<file path="src/rtl/bbs_pkg.sv">
package bbs_pkg;
    typedef enum logic [2:0] {
        ST_IDLE = 3'd0,
        ST_ADDR = 3'd1,
        ST_DATA = 3'd2,
        ST_REC  = 3'd3,
        ST_HOLD = 3'd4
    } bbs_state_e;
endpackage

</file>
<file path="src/rtl/bbs_ctrl.sv">
module bbs_ctrl
    import bbs_pkg::*;
#(
    parameter int MAX_BEATS = 4,
    localparam int CW = (MAX_BEATS > 1) ? $clog2(MAX_BEATS) : 1
) (
    input  logic          clk,
    input  logic          rst_n,
    input  logic          req_valid,
    input  logic [CW-1:0] req_beats,
    input  logic          hold_req,
    input  logic          bus_rdy,
    output logic          req_ready,
    output logic          accept,
    output bbs_state_e    state,
    output logic [CW-1:0] beat,
    output logic          bus_strobe,
    output logic          bus_last,
    output logic          hold_ack
);
    typedef struct packed {
        bbs_state_e    st;
        logic [CW-1:0] beat;
        logic [CW-1:0] last;
    } ctrl_t;

    ctrl_t ctl_d, ctl_q;

    always_comb begin
        ctl_d     = ctl_q;
        req_ready = 1'b0;
        unique case (ctl_q.st)
            ST_IDLE: begin
                if (hold_req) begin
                    ctl_d.st = ST_HOLD;
                end else begin
                    req_ready = 1'b1;
                    if (req_valid) begin
                        ctl_d.st   = ST_ADDR;
                        ctl_d.beat = '0;
                        ctl_d.last = req_beats;
                    end
                end
            end
            ST_ADDR: ctl_d.st = ST_DATA;
            ST_DATA: begin
                if (bus_rdy) begin
                    if (ctl_q.beat == ctl_q.last) ctl_d.st = ST_REC;
                    else ctl_d.beat = ctl_q.beat + 1'b1;
                end
            end
            ST_REC: begin
                if (!bus_rdy) begin
                    if (hold_req) begin
                        ctl_d.st = ST_HOLD;
                    end else begin
                        req_ready = 1'b1;
                        if (req_valid) begin
                            ctl_d.st   = ST_ADDR;
                            ctl_d.beat = '0;
                            ctl_d.last = req_beats;
                        end else begin
                            ctl_d.st = ST_IDLE;
                        end
                    end
                end
            end
            ST_HOLD: if (!hold_req) ctl_d.st = ST_IDLE;
            default: ctl_d.st = ST_IDLE;
        endcase
    end

    always_ff @(posedge clk) begin
        if (!rst_n) begin
            ctl_q.st   <= ST_IDLE;
            ctl_q.beat <= '0;
            ctl_q.last <= '0;
        end else begin
            ctl_q <= ctl_d;
        end
    end

    assign accept     = req_ready && req_valid;
    assign state      = ctl_q.st;
    assign beat       = ctl_q.beat;
    assign bus_strobe = (ctl_q.st == ST_ADDR);
    assign bus_last   = (ctl_q.st == ST_DATA) && (ctl_q.beat == ctl_q.last);
    assign hold_ack   = (ctl_q.st == ST_HOLD);
endmodule

</file>
<file path="src/rtl/bbs_dpath.sv">
module bbs_dpath
    import bbs_pkg::*;
#(
    parameter int DW        = 32,
    parameter int MAX_BEATS = 4,
    localparam int CW  = (MAX_BEATS > 1) ? $clog2(MAX_BEATS) : 1,
    localparam int BSH = $clog2(DW / 8)
) (
    input  logic                    clk,
    input  logic                    rst_n,
    input  logic                    accept,
    input  logic [DW-1:0]           req_addr,
    input  logic                    req_write,
    input  logic [MAX_BEATS*DW-1:0] req_wdata,
    input  bbs_state_e              state,
    input  logic [CW-1:0]           beat,
    input  logic                    bus_rdy,
    input  logic [DW-1:0]           ad_in,
    output logic [DW-1:0]           ad_out,
    output logic                    ad_oe,
    output logic                    bus_wr,
    output logic [DW-1:0]           beat_addr,
    output logic                    rd_valid,
    output logic [CW-1:0]           rd_idx,
    output logic [DW-1:0]           rd_data
);
    typedef struct packed {
        logic [DW-1:0]                 addr;
        logic                          wr;
        logic [MAX_BEATS-1:0][DW-1:0]  words;
        logic                          rd_v;
        logic [CW-1:0]                 rd_i;
        logic [DW-1:0]                 rd_d;
    } dp_t;

    dp_t dp_d, dp_q;
    logic [MAX_BEATS-1:0][DW-1:0] wd_split;
    logic in_access;
    logic take;

    for (genvar g = 0; g < MAX_BEATS; g++) begin : g_split
        assign wd_split[g] = req_wdata[g*DW +: DW];
    end

    assign in_access = (state == ST_ADDR) || (state == ST_DATA);
    assign take      = (state == ST_DATA) && bus_rdy;

    always_comb begin
        dp_d      = dp_q;
        dp_d.rd_v = 1'b0;
        if (accept) begin
            dp_d.addr  = req_addr;
            dp_d.wr    = req_write;
            dp_d.words = wd_split;
        end
        if (take && !dp_q.wr) begin
            dp_d.rd_v = 1'b1;
            dp_d.rd_i = beat;
            dp_d.rd_d = ad_in;
        end
    end

    always_ff @(posedge clk) begin
        if (!rst_n) dp_q <= '0;
        else        dp_q <= dp_d;
    end

    always_comb begin
        ad_out = '0;
        ad_oe  = 1'b0;
        if (state == ST_ADDR) begin
            ad_out = dp_q.addr;
            ad_oe  = 1'b1;
        end else if (state == ST_DATA && dp_q.wr) begin
            ad_out = dp_q.words[beat];
            ad_oe  = 1'b1;
        end
    end

    assign bus_wr    = in_access && dp_q.wr;
    assign beat_addr = dp_q.addr + (DW'(beat) << BSH);
    assign rd_valid  = dp_q.rd_v;
    assign rd_idx    = dp_q.rd_i;
    assign rd_data   = dp_q.rd_d;
endmodule

</file>
<file path="src/rtl/burst_bus_seq.sv">
module burst_bus_seq
    import bbs_pkg::*;
#(
    parameter int DW        = 32,
    parameter int MAX_BEATS = 4,
    localparam int CW = (MAX_BEATS > 1) ? $clog2(MAX_BEATS) : 1
) (
    input  logic                    clk,
    input  logic                    rst_n,
    input  logic                    req_valid,
    output logic                    req_ready,
    input  logic [DW-1:0]           req_addr,
    input  logic                    req_write,
    input  logic [CW-1:0]           req_beats,
    input  logic [MAX_BEATS*DW-1:0] req_wdata,
    output logic                    rd_valid,
    output logic [CW-1:0]           rd_idx,
    output logic [DW-1:0]           rd_data,
    output logic                    bus_strobe,
    output logic                    bus_last,
    output logic                    bus_wr,
    input  logic                    bus_rdy,
    input  logic [DW-1:0]           ad_in,
    output logic [DW-1:0]           ad_out,
    output logic                    ad_oe,
    input  logic                    hold_req,
    output logic                    hold_ack,
    output logic [2:0]              bus_state,
    output logic [DW-1:0]           beat_addr
);
    bbs_state_e    st;
    logic [CW-1:0] beat;
    logic          accept;

    bbs_ctrl #(.MAX_BEATS(MAX_BEATS)) u_ctrl (
        .clk       (clk),
        .rst_n     (rst_n),
        .req_valid (req_valid),
        .req_beats (req_beats),
        .hold_req  (hold_req),
        .bus_rdy   (bus_rdy),
        .req_ready (req_ready),
        .accept    (accept),
        .state     (st),
        .beat      (beat),
        .bus_strobe(bus_strobe),
        .bus_last  (bus_last),
        .hold_ack  (hold_ack)
    );

    bbs_dpath #(.DW(DW), .MAX_BEATS(MAX_BEATS)) u_dpath (
        .clk       (clk),
        .rst_n     (rst_n),
        .accept    (accept),
        .req_addr  (req_addr),
        .req_write (req_write),
        .req_wdata (req_wdata),
        .state     (st),
        .beat      (beat),
        .bus_rdy   (bus_rdy),
        .ad_in     (ad_in),
        .ad_out    (ad_out),
        .ad_oe     (ad_oe),
        .bus_wr    (bus_wr),
        .beat_addr (beat_addr),
        .rd_valid  (rd_valid),
        .rd_idx    (rd_idx),
        .rd_data   (rd_data)
    );

    assign bus_state = st;
endmodule

</file>
<file path="config.mk">
export PLATFORM = sky130hd
export DESIGN_NAME = burst_bus_seq
export DESIGN_NICKNAME = d
export VERILOG_FILES = /design/src/rtl/bbs_pkg.sv /design/src/rtl/bbs_ctrl.sv /design/src/rtl/bbs_dpath.sv /design/src/rtl/burst_bus_seq.sv
export SDC_FILE = /design/constraint.sdc
export NUM_CORES = 1
export LEC_CHECK = 0
export ABC_AREA = 1
export BUFFER_PORTS_ARGS = -buffer_cell sky130_fd_sc_hd__buf_2
export CAP_MARGIN = 40
export CORE_ASPECT_RATIO = 1.5
export CORE_MARGIN = 2
export CORE_UTILIZATION = 51
export CTS_CLUSTER_SIZE = 10
export DETAILED_ROUTE_END_ITERATION = 8
export PLACE_DENSITY = 0.77
export RECOVER_POWER = 50
export REMOVE_ABC_BUFFERS = 1
export SYNTH_ARGS = -nofsm -noshare
export SYNTH_HDL_FRONTEND = slang
export SYNTH_SLANG_ARGS = --single-unit
export TNS_END_PERCENT = 30
</file>
<file path="constraint.sdc">
create_clock -name clk -period 3.3 [get_ports clk]
set_input_delay 0.495 -clock clk [delete_from_list [all_inputs] [get_ports clk]]
set_output_delay 0.495 -clock clk [all_outputs]
set_load 0.02 [all_outputs]
</file>
==> results.md, run 1 <==
- Post-DP HPWL: roughly 21000 µm
- Worst-skew pair later-pin latency: 0.50 ns
- Post-synth EDFFs: 0
- Synth Area in Simple Gates: 0.230
- XOR/XNOR share of the synthesized area: 0.0251
- Pre-CTS worst setup slack: 0.483 ns
- Largest net degree at the start of global routing: 107
- Worst hold endpoint: u_dpath.dp_q[141]$_SDFFE_PN0P_
- Hold Buf Count CTS: 0
- Worst r2r src: u_ctrl.state[1]$_SDFFE_PN0P_
- Final Worst Setup Slack: between 0.15 and 0.2 ns
- Post-CTS Setup Inserts: 0
- Syn. warnings: 0
- Number of routed nets with antenna violations: 0
- Clk_skew: about 0.013 ns
- Starting DRT DRC Count: a little over 800
- First-pass GRT wire length: 45000 µm
- GRT Util Overall: 0.288
- Die height: around 170 µm
- Initial antenna violation count: 4
- Clk buf depth: 3
- Mux cell area share after synthesis: 0
- Rows: 60
- Period minus WS final: approximately 3.1 ns
- R2R cell count: 9
- Final hold violations: 0
- Synth Area per Inst: about 7.0 µm²
- GP Congestion: between 0.9 and 1
- H-Tree Depth: 1
- Nets: 1769
- GRT overflow: 0
- Vias in the first global route: around 9000
- RSZ-0062 raised after global routing: false
- Max cap viols: 0
- First-pass detailed-route iteration total: 4
- Total wire length: approximately 29000 µm
- Final setup viols: 0
- DRC viols: 0
- Worst hold path depth: 3
- Area Overhead vs Synth: 20.3%
- Post-synthesis adder-cell area fraction: 0.00478
- Root buffer cell: clkbuf_16
- Synth Instances: ~1300
- Setup TNS: 0 ns
- Layout cells sized above 1: 0.208
- Min-delay src: req_wdata[106]
- Slew margin rel.: 0.299
- Standby leakage power: roughly 0.005 µW
- Die width: 115 µm
- Synth top area share: 0.432
- Synth Area in Compound Gates: 0.198
- Most common cell after layout, fill and taps aside: nor2_1
- CTS tree: built
- Reg2reg end: u_dpath.dp_q[146]$_SDFFE_PN0P_
- Setup crit start kind: flop
- Slew @ Worst Pin: about 1.1 ns
- Largest family of logic cells by synthesized area: simple AND/OR/NAND/NOR gates
- Worst Hold Class: in -> reg
- Critical path class: reg -> out
- CTS Buf Count: 24
- Starting Density: 0.523
- Critical Path Sink Type: output pin
- Tcrit/Tclk final: 0.953
- Cell area after layout: between 10000 and 15000 µm²
- CORE AREA: 18000 µm²
- Clock slew at reported path FFs: approximately 0.06 ns
- Final Total Pwr: 8460 µW
- Sequential-to-total area share from yosys stat: 0.432
- Synthesized area: ~9400 µm²
- Yosys cell types: 31
- Status: finished clean
- Final Max Slew Viols: 0
- F_max: between 300 and 400 MHz
- Main synth FF type: dfxtp_1
- PD cells: 747 nW/µm²
- Critical path arrival: between 2 and 3 ns
- PortBufs: a little over 300
- Via-per-instance ratio: between 5 and 6
- DP Area: 10700 µm²
- Async S/R FF share, synth: 0
- Hold slack: roughly 0.23 ns
- Required time of the critical path: 2.80 ns
- Post-synth top area cell: dfxtp_1
- Die area: slightly below 20000 µm²
- Synth top area cells: dfxtp_1 (43%), nor2_1 (12%), o21ai_0 (12%)
- Wirelength per Cell: roughly 16 µm
- VDD IR max: 0.456 mV
- Setup slack, reg-to-reg: 0.41 ns
- Most frequent cells in the layout: nor2_1 (307), buf_2 (262), o21ai_0 (229)
- Worst Path Max Fanout: 3
- # clock sinks: 203
- I/O pin count: 308
- Vias: around 9700
- Flops & latches, synth: between 200 and 250
==> flip-flops by register name (all words and copies together) (netlist names) <==
signal,cells
u_dpath.rd_valid,1
u_ctrl.ctl_q,2
u_dpath.dp_q,161
u_dpath.rd_idx,2
u_ctrl.state,3
u_dpath.rd_data,32
u_ctrl.beat,2
==> cell type report <==
| type | instances | area, µm² |
|---|---|---|
| Tap cell | 217 | 272 |
| Fill cell | 1744 | 6690 |
| Clock inverter | 1 | 8.76 |
| Clock buffer | 26 | 629 |
| Antenna cell | 4 | 10.0 |
| Sequential cell | 203 | 4070 |
| Multi-Input combinational cell | 926 | 4330 |
| Timing Repair Buffer | 326 | 1690 |
| Inverter | 85 | 320 |
==> Yosys cell counts (2+ instances only) <==
library cell / instances
inv_1: 80
nand3_1: 75
a32o_1: 9
xor2_1: 23
inv_2: 3
buf_4: 40
ha_1: 2
o21ai_0: 225
nor2_1: 310
nand4_1: 10
clkbuf_1: 56
nor3_1: 9
buf_2: 20
nor2_2: 3
nand2_1: 124
dfxtp_1: 203
a21oi_1: 97
o21ai_1: 28
buf_1: 6
buf_6: 7
xnor2_1: 4
==> repair_timing <==
action,4_1_cts,5_1_grt
endpoints found under the setup margin,3,8
cloned,0,0
resized for setup,2,7
pin swaps,0,1
endpoints found under the hold margin,0,0
==> critical path, stage by stage (launching register included) <==
cell	delay, ns
dfxtp_4	0.34
ha_2	0.20
inv_1	0.06
fa_2	0.36
nor2_1	0.12
nand2_1	0.11
nor2_2	0.14
nand2_1	0.11
nor2_2	0.12
buf_4	0.15
nand3_1	0.09
xor2_1	0.18
buf_4	0.17
==> metal layers <==
| layer | vias up | GRT usage | routed length (µm) |
|---|---|---|---|
| li1 | 4786 | - | - |
| met2 | 375 | 0.511 | 14900 |
| met4 | 0 | 0.126 | 1190 |
| met5 | - | 0 | 0 |
| met3 | 86 | 0.0573 | 1990 |
| met1 | 4445 | 0.331 | 11100 |
==> worst max-delay path by stage <==
stage                                         startpoint       endpoint  slack [ns]  cells after the start
after detailed placement  u_dpath.dp_q[166]$_SDFFE_PN0P_  beat_addr[26]        0.48                     12
after floorplan              u_ctrl.beat[0]$_SDFFE_PN0P_  beat_addr[18]       -0.92                     10
final                        u_ctrl.beat[0]$_SDFFE_PN0P_  beat_addr[26]        0.16                     12
after CTS                 u_dpath.dp_q[166]$_SDFFE_PN0P_  beat_addr[26]       0.002                     12
after global placement    u_dpath.dp_q[166]$_SDFFE_PN0P_  beat_addr[22]        0.57                     12
after global routing         u_ctrl.beat[1]$_SDFFE_PN0P_  beat_addr[23]      0.0004                      9
==> stage by stage <==
stage                util  std cells
detailed placement  0.596       1757
finish              0.629       1788
global route        0.628       1786
global placement    0.594       1755
CTS                 0.632       1784
floorplan               -       1214
==> report_power, final <==
| part | switching [µW] | total, µW | internal (µW) |
|---|---|---|---|
| logic | 1980 | 2880 | 902 |
| clock network | 944 | 2270 | 1330 |
| registers | 317 | 3300 | 2990 |
==> logic make-up after synthesis <==
| group | count (synthesis) |
|---|---|
| AND/OR/NAND/NOR | 535 |
| AO/OA/AOI/OAI | 361 |
| buffers and inverters | 215 |
| flip-flops | 203 |
| XOR/XNOR | 27 |
| adder cells (fa/ha/maj) | 3 |
Power figures use the tool's default switching activity.
==> run 2: changes to the inputs <==
--- a/config.mk
+++ b/config.mk
@@ -18,5 +18,6 @@
 export REMOVE_ABC_BUFFERS = 1
 export SYNTH_ARGS = -nofsm -noshare
 export SYNTH_HDL_FRONTEND = slang
+export SYNTH_HIERARCHICAL = 1
 export SYNTH_SLANG_ARGS = --single-unit
 export TNS_END_PERCENT = 30
==> results.md, run 2 <==
- Die area: 20100 µm² (was 19600 µm²)
- F_max: 332 MHz (was 318 MHz)
- Root buffer cell: clkbuf_16 (unchanged)
- Tcrit/Tclk final: 0.912 (was 0.953)
- Final Worst Setup Slack: 0.291 ns (was 0.156 ns)
- DP Area: 11000 µm² (was 10700 µm²)
- Most common cell after layout, fill and taps aside: nor2_1 (unchanged)
- Syn. warnings: 6 (was 0)
- H-Tree Depth: 1 (unchanged)
- Commonest cells post-synth: nor2_1 (381), nand2_1 (245), dfxtp_1 (203) (was nor2_1 (310), o21ai_0 (225), dfxtp_1 (203))
- Wirelength per Cell: 15.5 µm (was 16.3 µm)
- Worst-skew pair later-pin latency: 0.50 ns (about the same)
- PortBufs: 307 (unchanged)
- CTS Buf Count: 24 (unchanged)
- Worst Hold Class: in -> reg (unchanged)
- Initial antenna violation count: 1 (was 4)
- Post-CTS Setup Inserts: 0 (unchanged)
- Post-synth top area cell: dfxtp_1 (unchanged)
- Max reg flops: 161 (unchanged)
- Rows: 61 (was 60)
- Area Overhead vs Synth: 19.8% (was 20.3%)
- Cts repair resizes: 0 (was 2)
- Via-per-instance ratio: 5.23 (was 5.42)
- Standby leakage power: 0.00536 µW (was 0.00494 µW)
- Final hold violations: 0 (unchanged)
- Fin util: 0.623 (was 0.629)
- Period minus WS final: 3.01 ns (was 3.14 ns)
- # clock sinks: 203 (unchanged)
- Layout cells sized above 1: 0.197 (was 0.208)
- Total wire length: 29900 µm (was 29100 µm)
- First-pass detailed-route iteration total: 5 (was 4)
- GRT Util Overall: 0.287 (was 0.288)
- Synth Area per Inst: 6.65 µm² (was 7.00 µm²)
- Critical path arrival: 2.51 ns (was 2.65 ns)
- VDD IR max: 0.411 mV (was 0.456 mV)
- Biggest register: u_dpath/dp_q (was u_dpath.dp_q)
- Vias: 10100 (was 9692)
- RSZ-0062 raised after global routing: false (unchanged)
- Setup crit start kind: flop (unchanged)
- Number of routed nets with antenna violations: 0 (unchanged)
- Largest net degree at the start of global routing: 129 (was 107)
- Clk_skew: 0.0108 ns (was 0.0125 ns)
- Synth top area share: 0.421 (was 0.432)
- Synthesized area: 9650 µm² (was 9410 µm²)
- CORE AREA: 18500 µm² (was 18000 µm²)
- GP Congestion: 0.925 (was 0.934)
- Main synth FF type: dfxtp_1 (unchanged)
- Hold Buf Count CTS: 0 (unchanged)
- Final setup viols: 0 (unchanged)
- Status: finished clean (unchanged)
- Most frequent cells in the layout: nor2_1 (382), buf_2 (263), nand2_1 (247) (was nor2_1 (307), buf_2 (262), o21ai_0 (229))
- Starting Density: 0.520 (was 0.523)
- Max cap viols: 0 (unchanged)
- Pre-CTS worst setup slack: 0.849 ns (was 0.483 ns)
- Required time of the critical path: 2.80 ns (about the same)
- Critical path class: reg -> out (unchanged)
- Synth Instances: 1450 (was 1344)
- Slew @ Worst Pin: 1.08 ns (was 1.05 ns)
- Die height: 172 µm (was 170 µm)
- I/O pin count: 308 (unchanged)
- GRT overflow: 0 (unchanged)
- Vias in the first global route: 9224 (was 9185)
- Cell area after layout: 11600 µm² (was 11300 µm²)
- Clock slew at reported path FFs: 0.06 ns (about the same)
- Fill cells: 1789 (was 1744)
- Starting DRT DRC Count: 856 (was 810)
- Flops & latches, synth: 203 (unchanged)
- PD cells: 612 nW/µm² (was 747 nW/µm²)
- Async S/R FF share, synth: 0 (unchanged)
- CP Buf/Inv Count: 3 (unchanged)
- Crit-path max cell delay: 0.48 ns (was 0.36 ns)
- Critical Path Sink Type: output pin (unchanged)
- Post-DP HPWL: 21300 µm (was 20900 µm)
- Setup TNS: 0 ns (unchanged)
- Sequential-to-total area share from yosys stat: 0.421 (was 0.432)
- Largest delay share family, worst path: simple AND/OR/NAND/NOR gates (unchanged)
- Yosys cell types: 25 (was 31)
- Slew margin rel.: 0.279 (was 0.299)
- Synth top area cells: dfxtp_1 (42%), nor2_1 (15%), o21ai_0 (9.9%) (was dfxtp_1 (43%), nor2_1 (12%), o21ai_0 (12%))
- Nets: 1876 (was 1769)
- Final Max Slew Viols: 0 (unchanged)
- CP max-delay cell: dfxtp_1 (was fa_2)
- DRC viols: 0 (unchanged)
- First-pass GRT wire length: 45500 µm (was 45000 µm)
- Worst Path Max Fanout: 19 (was 3)
- Die width: 116 µm (was 115 µm)
- Most frequent cell after synthesis: nor2_1 (unchanged)
- Critical-path cell list: inv_2 > nor2_1 > nand2_1 > nor2_4 > buf_4 > nand3_1 > o21ai_0 > buf_2 (was ha_2 > inv_1 > fa_2 > nor2_1 > nand2_1 > nor2_2 > nand2_1 > nor2_2 > buf_4 > nand3_1 > xor2_1 > buf_4)
- Post-synth EDFFs: 0 (unchanged)
- CTS tree: built (unchanged)
- Clk buf depth: 3 (unchanged)
## run 2: final cells by class
type | instances | area, µm² | share of cell area
multi-input combinational | 1054 | 4620 | 0.400
sequential | 203 | 4070 | 0.352
timing repair buffer | 326 | 1650 | 0.143
clock buffer | 25 | 626 | 0.0541
tap | 252 | 315 | 0.0273
inverter | 64 | 246 | 0.0213
clock inverter | 2 | 35.0 | 0.00303
antenna | 1 | 2.50 | 0.000216
## run 2: power by group
group | switching [µW] | internal (µW)
logic | 1200 | 527
clock network | 943 | 1400
registers | 213 | 2790
total | 2360 | 4720
## run 2: path summary, 6_finish.rpt
path,from,endpoint,slack [ns],depth (start not counted)
setup / recovery,u_ctrl/state[1]$_SDFFE_PN0P_,ad_out[19],0.29,8
hold / removal,req_wdata[125],u_dpath/dp_q[160]$_SDFFE_PN0P_,0.21,3
setup reg to reg,u_ctrl/state[1]$_SDFFE_PN0P_,u_dpath/rd_data[21]$_SDFFE_PN0P_,0.49,8
hold reg to reg,u_ctrl/ctl_q[0]$_SDFFE_PN0P_,u_ctrl/ctl_q[0]$_SDFFE_PN0P_,0.47,2
## run 2: routing by layer
| metal | wire, µm | global-route usage |
|---|---|---|
| met3 | 2540 | 0.0680 |
| met2 | 15000 | 0.510 |
| met1 | 11100 | 0.325 |
| met5 | 0 | 0 |
| met4 | 1290 | 0.123 |
## run 2: logic make-up after synthesis
kind of cell    count (synthesis)  share of synthesized area
fa+ha+maj                       3                    0.00467
xor+xnor                       15                     0.0136
flops                         203                      0.421
buf+inv                       193                      0.100
compound gates                276                      0.144
simple gates                  760                      0.317
## run 2: tightest hold or removal path, cell delays in order
cell and delay [ns]:
buf_2 0.07, nor2_1 0.03, nor2_1 0.08
## run 2: metrics by stage
step                power (µW)  hold WS, ns  std cells
global placement          4750        0.457       1899
global route              7420        0.213       1927
detailed placement        4780        0.469       1899
CTS                       7130        0.200       1926
floorplan                 4070        0.444       1321
finish                    7080        0.211       1927
